[src/rtl/tmr16_pkg.sv]
package tmr16_pkg;
    localparam int SEL_W = 2;

    typedef enum logic [1:0] {
        REG_LO   = 2'd0,
        REG_HI   = 2'd1,
        REG_CTRL = 2'd2,
        REG_FLAG = 2'd3
    } reg_addr_e;

    typedef struct packed {
        logic [SEL_W-1:0] div_sel;
        logic             ext_src;
        logic             buffered;
        logic             run;
    } ctrl_t;

    localparam int CTRL_W = $bits(ctrl_t);
endpackage

[src/rtl/tmr16_tick_sync.sv]
module tmr16_tick_sync (
    input  logic clk,
    input  logic rst_n,
    input  logic ext_in,
    output logic rise
);
    typedef enum logic {EDGE_LOW = 1'b0, EDGE_HIGH = 1'b1} edge_state_e;

    logic        sync1, sync2;
    edge_state_e state, state_nxt;

    always_ff @(posedge clk or negedge rst_n) begin
        if (!rst_n) begin
            sync1 <= 1'b0;
            sync2 <= 1'b0;
        end else begin
            sync1 <= ext_in;
            sync2 <= sync1;
        end
    end

    always_ff @(posedge clk or negedge rst_n) begin
        if (!rst_n) state <= EDGE_LOW;
        else        state <= state_nxt;
    end

    always_comb begin
        state_nxt = state;
        unique case (state)
            EDGE_LOW:  if (sync2)  state_nxt = EDGE_HIGH;
            EDGE_HIGH: if (!sync2) state_nxt = EDGE_LOW;
        endcase
    end

    always_comb begin
        rise = (state == EDGE_LOW) && sync2;
    end

    p_single_rise_r8: assert property (@(posedge clk) disable iff (!rst_n)
        rise |=> !rise);
endmodule

[src/rtl/tmr16_prescaler.sv]
module tmr16_prescaler #(
    parameter int SEL_W = 2
) (
    input  logic             clk,
    input  logic             rst_n,
    input  logic             clear,
    input  logic             tick,
    input  logic [SEL_W-1:0] sel,
    output logic             tc
);
    localparam int CNT_W = (1 << SEL_W) - 1;

    logic [CNT_W-1:0] phase;
    logic [CNT_W-1:0] mask;
    logic             terminal;

    always_comb begin
        mask     = ~({CNT_W{1'b1}} << sel);
        terminal = &(phase | ~mask);
        tc       = tick && terminal;
    end

    always_ff @(posedge clk or negedge rst_n) begin
        if (!rst_n)       phase <= '0;
        else if (clear)   phase <= '0;
        else if (tick)    phase <= terminal ? '0 : phase + 1'b1;
    end

    p_clear_phase_r7: assert property (@(posedge clk) disable iff (!rst_n)
        clear |=> (phase == '0));
endmodule

[src/rtl/tmr16_coherent.sv]
module tmr16_coherent
    import tmr16_pkg::*;
#(
    parameter int BYTE_W = 8
) (
    input  logic              clk,
    input  logic              rst_n,
    input  logic [1:0]        bus_addr,
    input  logic              bus_wr,
    input  logic              bus_rd,
    input  logic [BYTE_W-1:0] bus_wdata,
    output logic [BYTE_W-1:0] bus_rdata,
    input  logic              ext_tick,
    output logic              ovf_pulse
);
    localparam int CNT_W = 2 * BYTE_W;

    reg_addr_e         addr_q;
    ctrl_t             ctrl;
    logic [CNT_W-1:0]  cnt;
    logic [BYTE_W-1:0] shadow;
    logic              ovf_flag;
    logic              wr_lo, wr_hi, wr_ctrl, wr_flag, rd_lo;
    logic              hi_direct_wr, ext_rise, src_tick, psc_tick, inc, wrap;

    always_comb begin
        addr_q       = reg_addr_e'(bus_addr);
        wr_lo        = bus_wr && (addr_q == REG_LO);
        wr_hi        = bus_wr && (addr_q == REG_HI);
        wr_ctrl      = bus_wr && (addr_q == REG_CTRL);
        wr_flag      = bus_wr && (addr_q == REG_FLAG);
        rd_lo        = bus_rd && (addr_q == REG_LO);
        hi_direct_wr = wr_hi && !ctrl.buffered;
        src_tick     = ctrl.ext_src ? ext_rise : 1'b1;
        psc_tick     = ctrl.run && src_tick;
        wrap         = inc && !wr_lo && !hi_direct_wr && (cnt == {CNT_W{1'b1}});
    end

    tmr16_tick_sync u_sync (
        .clk    (clk),
        .rst_n  (rst_n),
        .ext_in (ext_tick),
        .rise   (ext_rise)
    );

    tmr16_prescaler #(.SEL_W(SEL_W)) u_psc (
        .clk   (clk),
        .rst_n (rst_n),
        .clear (wr_lo),
        .tick  (psc_tick),
        .sel   (ctrl.div_sel),
        .tc    (inc)
    );

    always_ff @(posedge clk or negedge rst_n) begin
        if (!rst_n)       ctrl <= '0;
        else if (wr_ctrl) ctrl <= ctrl_t'(bus_wdata[CTRL_W-1:0]);
    end

    always_ff @(posedge clk or negedge rst_n) begin
        if (!rst_n) begin
            cnt <= '0;
        end else if (wr_lo) begin
            cnt <= {(ctrl.buffered ? shadow : cnt[CNT_W-1:BYTE_W]), bus_wdata};
        end else if (hi_direct_wr) begin
            cnt <= {bus_wdata, cnt[BYTE_W-1:0]};
        end else if (inc) begin
            cnt <= cnt + 1'b1;
        end
    end

    always_ff @(posedge clk or negedge rst_n) begin
        if (!rst_n) begin
            shadow <= '0;
        end else if (ctrl.buffered) begin
            if (wr_hi)      shadow <= bus_wdata;
            else if (rd_lo) shadow <= cnt[CNT_W-1:BYTE_W];
        end
    end

    always_ff @(posedge clk or negedge rst_n) begin
        if (!rst_n) begin
            ovf_flag  <= 1'b0;
            ovf_pulse <= 1'b0;
        end else begin
            ovf_pulse <= wrap;
            if (wrap)                         ovf_flag <= 1'b1;
            else if (wr_flag && !bus_wdata[0]) ovf_flag <= 1'b0;
        end
    end

    always_comb begin
        unique case (addr_q)
            REG_LO:   bus_rdata = cnt[BYTE_W-1:0];
            REG_HI:   bus_rdata = ctrl.buffered ? shadow : cnt[CNT_W-1:BYTE_W];
            REG_CTRL: bus_rdata = BYTE_W'(ctrl);
            REG_FLAG: bus_rdata = BYTE_W'(ovf_flag);
        endcase
    end

    p_direct_no_capture_r2: assert property (@(posedge clk) disable iff (!rst_n)
        !ctrl.buffered |=> $stable(shadow));
    p_lo_read_capture_r3: assert property (@(posedge clk) disable iff (!rst_n)
        ctrl.buffered && rd_lo && !bus_wr |=> shadow == $past(cnt[CNT_W-1:BYTE_W]));
    p_hi_write_shadow_only_r4: assert property (@(posedge clk) disable iff (!rst_n)
        ctrl.buffered && wr_hi && !inc |=> cnt[CNT_W-1:BYTE_W] == $past(cnt[CNT_W-1:BYTE_W]));
    p_joint_load_r5: assert property (@(posedge clk) disable iff (!rst_n)
        ctrl.buffered && wr_lo |=> cnt[CNT_W-1:BYTE_W] == $past(shadow));
    p_flag_with_pulse_r9: assert property (@(posedge clk) disable iff (!rst_n)
        ovf_pulse |-> ovf_flag);
    p_flag_sticky_r9: assert property (@(posedge clk) disable iff (!rst_n)
        ovf_flag && !(wr_flag && !bus_wdata[0]) |=> ovf_flag);
    p_lo_write_wins_r10: assert property (@(posedge clk) disable iff (!rst_n)
        wr_lo |=> cnt[BYTE_W-1:0] == $past(bus_wdata));
    p_idle_hold_r11: assert property (@(posedge clk) disable iff (!rst_n)
        !ctrl.run && !bus_wr |=> $stable(cnt));
endmodule

[config.mk]
export PLATFORM = sky130hd
export DESIGN_NAME = tmr16_coherent
export DESIGN_NICKNAME = d
export VERILOG_FILES = /design/src/rtl/tmr16_pkg.sv /design/src/rtl/tmr16_tick_sync.sv /design/src/rtl/tmr16_prescaler.sv /design/src/rtl/tmr16_coherent.sv
export SDC_FILE = /design/constraint.sdc
export NUM_CORES = 1
export LEC_CHECK = 0
export CAP_MARGIN = 15
export CORE_ASPECT_RATIO = 1.4
export CORE_UTILIZATION = 50
export DETAILED_ROUTE_END_ITERATION = 10
export PLACE_DENSITY = 0.74
export SLEW_MARGIN = 40
export SYNTH_ARGS = -nofsm -noshare
export SYNTH_HDL_FRONTEND = slang
export SYNTH_SLANG_ARGS = --single-unit
export TNS_END_PERCENT = 1
[constraint.sdc]
create_clock -name clk -period 1.9 [get_ports clk]
set_clock_uncertainty 0.05 [all_clocks]
set_input_delay 0.38 -clock clk [delete_from_list [all_inputs] [get_ports clk]]
set_output_delay 0.38 -clock clk [all_outputs]
set_load 0.05 [all_outputs]
==> flow_metrics.py <==
metrics = {
    "run_status": {
        "failed_checks": "negative setup slack",
        "status": "finished with violations",
    },
    "finish": {
        "finalNetCount": 381,
        "drive_gt1_share_pct": 33.5,
        "ff_latch_area_um2": 926,
        "syn_to_final_growth_pct": 38.3,
        "multi_input_area_mm2": 0.00156,
        "antenna_cells": 0,
        "fillCellCount": 382,
        "final_cells": 428,
    },
    "critical_path": {
        "critPathMaxStageDelay_ns": 0.50,
        "crit_buf_inv": 1,
        "cp.arrival_ns": 1.70,
        "cp-end-kind": "primary output",
        "cp-start-kind": "flip-flop",
        "cp_max_fo": 2,
        "cp_cell_sequence": "mux2_4 > mux4_2 > buf_12",
        "crit_required_ns": 1.47,
        "slowest_stage": "mux4_2",
        "worstSetupPathType": "flip-flop to primary output",
        "critPathTopFamily": "multiplexers",
    },
    "synthesis": {
        "yosysWarnings": 0,
        "syn-num-nets": 305,
        "synth_top_cell_area_share_pct": 36.6,
        "syn_avg_cell_area_um2": 8.78,
        "synth_area_mm2": 0.00253,
        "async_flop_share_pct": 100,
        "yosysSeqAreaShare_pct": 36.6,
        "synth_area_leaders": "dfrtp_1 37%, mux2i_1 5.9%, nand2_1 5.8%, o21ai_0 5.7%, mux2_2 3.1%",
        "synth-edff-count": 0,
        "synth_cells": 288,
        "ys_seq_elements": 37,
        "synth_top_flop_cell": "dfrtp_1",
        "synth_common_cells": "39 x nand2_1, 37 x dfrtp_1, 29 x o21ai_0",
        "yosysMostFrequentCell": "nand2_1",
        "synth.distinct_cells": 64,
        "synth.largest_area_cell": "dfrtp_1",
    },
    "sta": {
        "worst_slack_ns": -0.231,
        "slew_headroom_pct": 66.9,
        "rsz0062_at_grt": "yes",
        "finalCriticalPeriod_ns": 2.13,
        "timing.fmax_mhz": 469,
        "final_max_slew_viol_count": 0,
        "worst_pin_slew_ns": 0.496,
        "timing.hold.ws_ns": 0.0819,
        "final-hold-violation-count": 0,
        "fin_crit_sh_pct": 112,
        "setup_viol": 8,
    },
    "global_route": {
        "antenna_found_initial": 0,
        "grt_max_degree": 38,
        "grtUsageTotal_pct": 32.1,
        "gr-total-overflow": 0,
        "grt_pass1_vias": 2661,
        "grt_pass1_wl_mm": 13.0,
    },
    "clocking": {
        "htreeDepth": 2,
        "insertion_delay_ns": 0.29,
        "cts_tree": "built",
        "cts_hold_buf": 0,
        "numCtsBuffers": 5,
        "cts_root_buf": "clkbuf_8",
        "clk_path_buf_depth": 2,
        "clk_pin_slew_ns": 0.07,
        "clock-sinks": 37,
    },
    "floorplan": {
        "die_h_um": 86.2,
        "core_area_mm2": 0.00484,
        "die_w_um": 62.1,
        "top_level_ports": 24,
        "rows": 30,
        "start_util_pct": 52.2,
        "fp.dieArea_mm2": 0.00535,
    },
    "drt": {
        "routed_wl_mm": 8.01,
        "vias": 2632,
        "ant_nets": 0,
        "drt-pass1-iter-count": 4,
        "drt_iter0_drc": 196,
        "routed_via_density": 6.15,
        "wl_per_cell_um": 18.7,
        "drc": 0,
    },
    "pwr": {
        "p_sw_mw": 1.54,
        "power_density_mw_per_mm2": 1090,
        "ir_drop_uv": 738,
        "internal_power_mw": 2.27,
        "p_seq_share_pct": 33.3,
        "switching_share_pct": 40.5,
        "leakagePower_nw": 1.55,
        "clkPwrFrac_pct": 14.8,
        "combPwrFrac_pct": 51.9,
    },
    "place": {
        "place_inst": 420,
        "dpl.hpwl_mm": 5.96,
        "place_congestion": 0.922,
        "port-buffer-count": 23,
        "place_ws_ns": -0.375,
    },
    "flow_run": {
        "cap_violations": 0,
    },
    "min_path": {
        "holdCritPathClass": "input pin to asynchronous set/reset pin",
    },
}
==> repair_timing <==
item                                    in CTS  in global routing
pin swaps                                    1                  2
endpoints found under the setup margin      16                 19
hold endpoints to repair                     0                  0
resized for setup                           12                  7
buffers inserted                             1                  0
==> area by class of cell <==
cell class / instances / area share, %
inverters: 11 / 1.18
clock buffers: 7 / 2.47
flip-flops and latches: 37 / 26.5
repair buffers: 89 / 22.9
multi-input cells: 220 / 44.7
well taps: 64 / 2.29
==> flip-flops by register name, summed over array words and instances, names as in the netlist <==
signal,count
ovf_pulse,1
u_psc.phase,3
u_sync.state,1
u_sync.sync2,1
cnt,16
ovf_flag,1
ctrl,5
u_sync.sync1,1
shadow,8
==> power by group through the flow <==
stage | clock [mW] | combinational, mW | sequential (mW)
2_1_floorplan | 0 | 1.04 | 1.24
3_3_place_gp | 0 | 1.83 | 1.26
3_5_place_dp | 0 | 1.86 | 1.27
4_1_cts | 0.577 | 1.93 | 1.26
5_1_grt | 0.596 | 2.12 | 1.30
6_report | 0.565 | 1.98 | 1.27
==> routing by layer <==
layer / share of wire [%] / GRT usage [%] / vias up
met1: 37 / 35.2 / 1241
met3: 8.2 / 7.45 / 34
li1: - / - / 1227
met2: 50 / 57.1 / 130
met5: 0 / 0 / -
met4: 4.1 / 17.3 / 0
==> placed cells by master (no fill, tap or decap), types with 5 or more instances in the layout <==
master / instances
a211oi_1: 5
a21oi_1: 13
buf_12: 8
buf_4: 66
clkbuf_8: 6
clkdlybuf4s50_1: 10
dfrtp_1: 37
inv_1: 11
mux2_2: 6
mux2i_1: 11
nand2_1: 39
nand3_1: 7
nor2_1: 14
nor2b_1: 6
nor3_1: 5
o21ai_0: 26
==> stage by stage <==
step	cell area [um^2]	power, mW	setup TNS, ns	utilization [%]
floorplan	2590	2.28	-0.770	-
finish	3500	3.82	-1.29	72.3
global placement	3350	3.09	-9.74	69.2
detailed placement	3350	3.13	-10.11	69.2
global route	3500	4.02	-1.71	72.3
CTS	3480	3.77	-1.55	71.8
==> final timing paths <==
kind                         startpoint      endpoint  slack [ns]  depth (start not counted)
setup / recovery                ctrl[1]  bus_rdata[0]       -0.23                          3
hold / removal                    rst_n  u_sync.sync1        0.08                          2
setup reg to reg                ctrl[1]        cnt[7]        0.06                          7
hold reg to reg            u_sync.sync1  u_sync.sync2        0.30                          0
max in group asynchronous         rst_n       cnt[15]        1.37                          2
min in group clk           u_sync.sync1  u_sync.sync2        0.30                          0
==> kinds of logic after synthesis <==
| kind of cell | synth area share, % |
|---|---|
| AO/OA/AOI/OAI | 24.3 |
| XOR/XNOR | 0.346 |
| adder cells (fa/ha/maj) | 0.989 |
| buffers and inverters | 5.89 |
| flip-flops | 36.6 |
| multiplexers | 9.94 |
| AND/OR/NAND/NOR | 22.0 |
No activity file was read; power rests on OpenSTA's default activity.
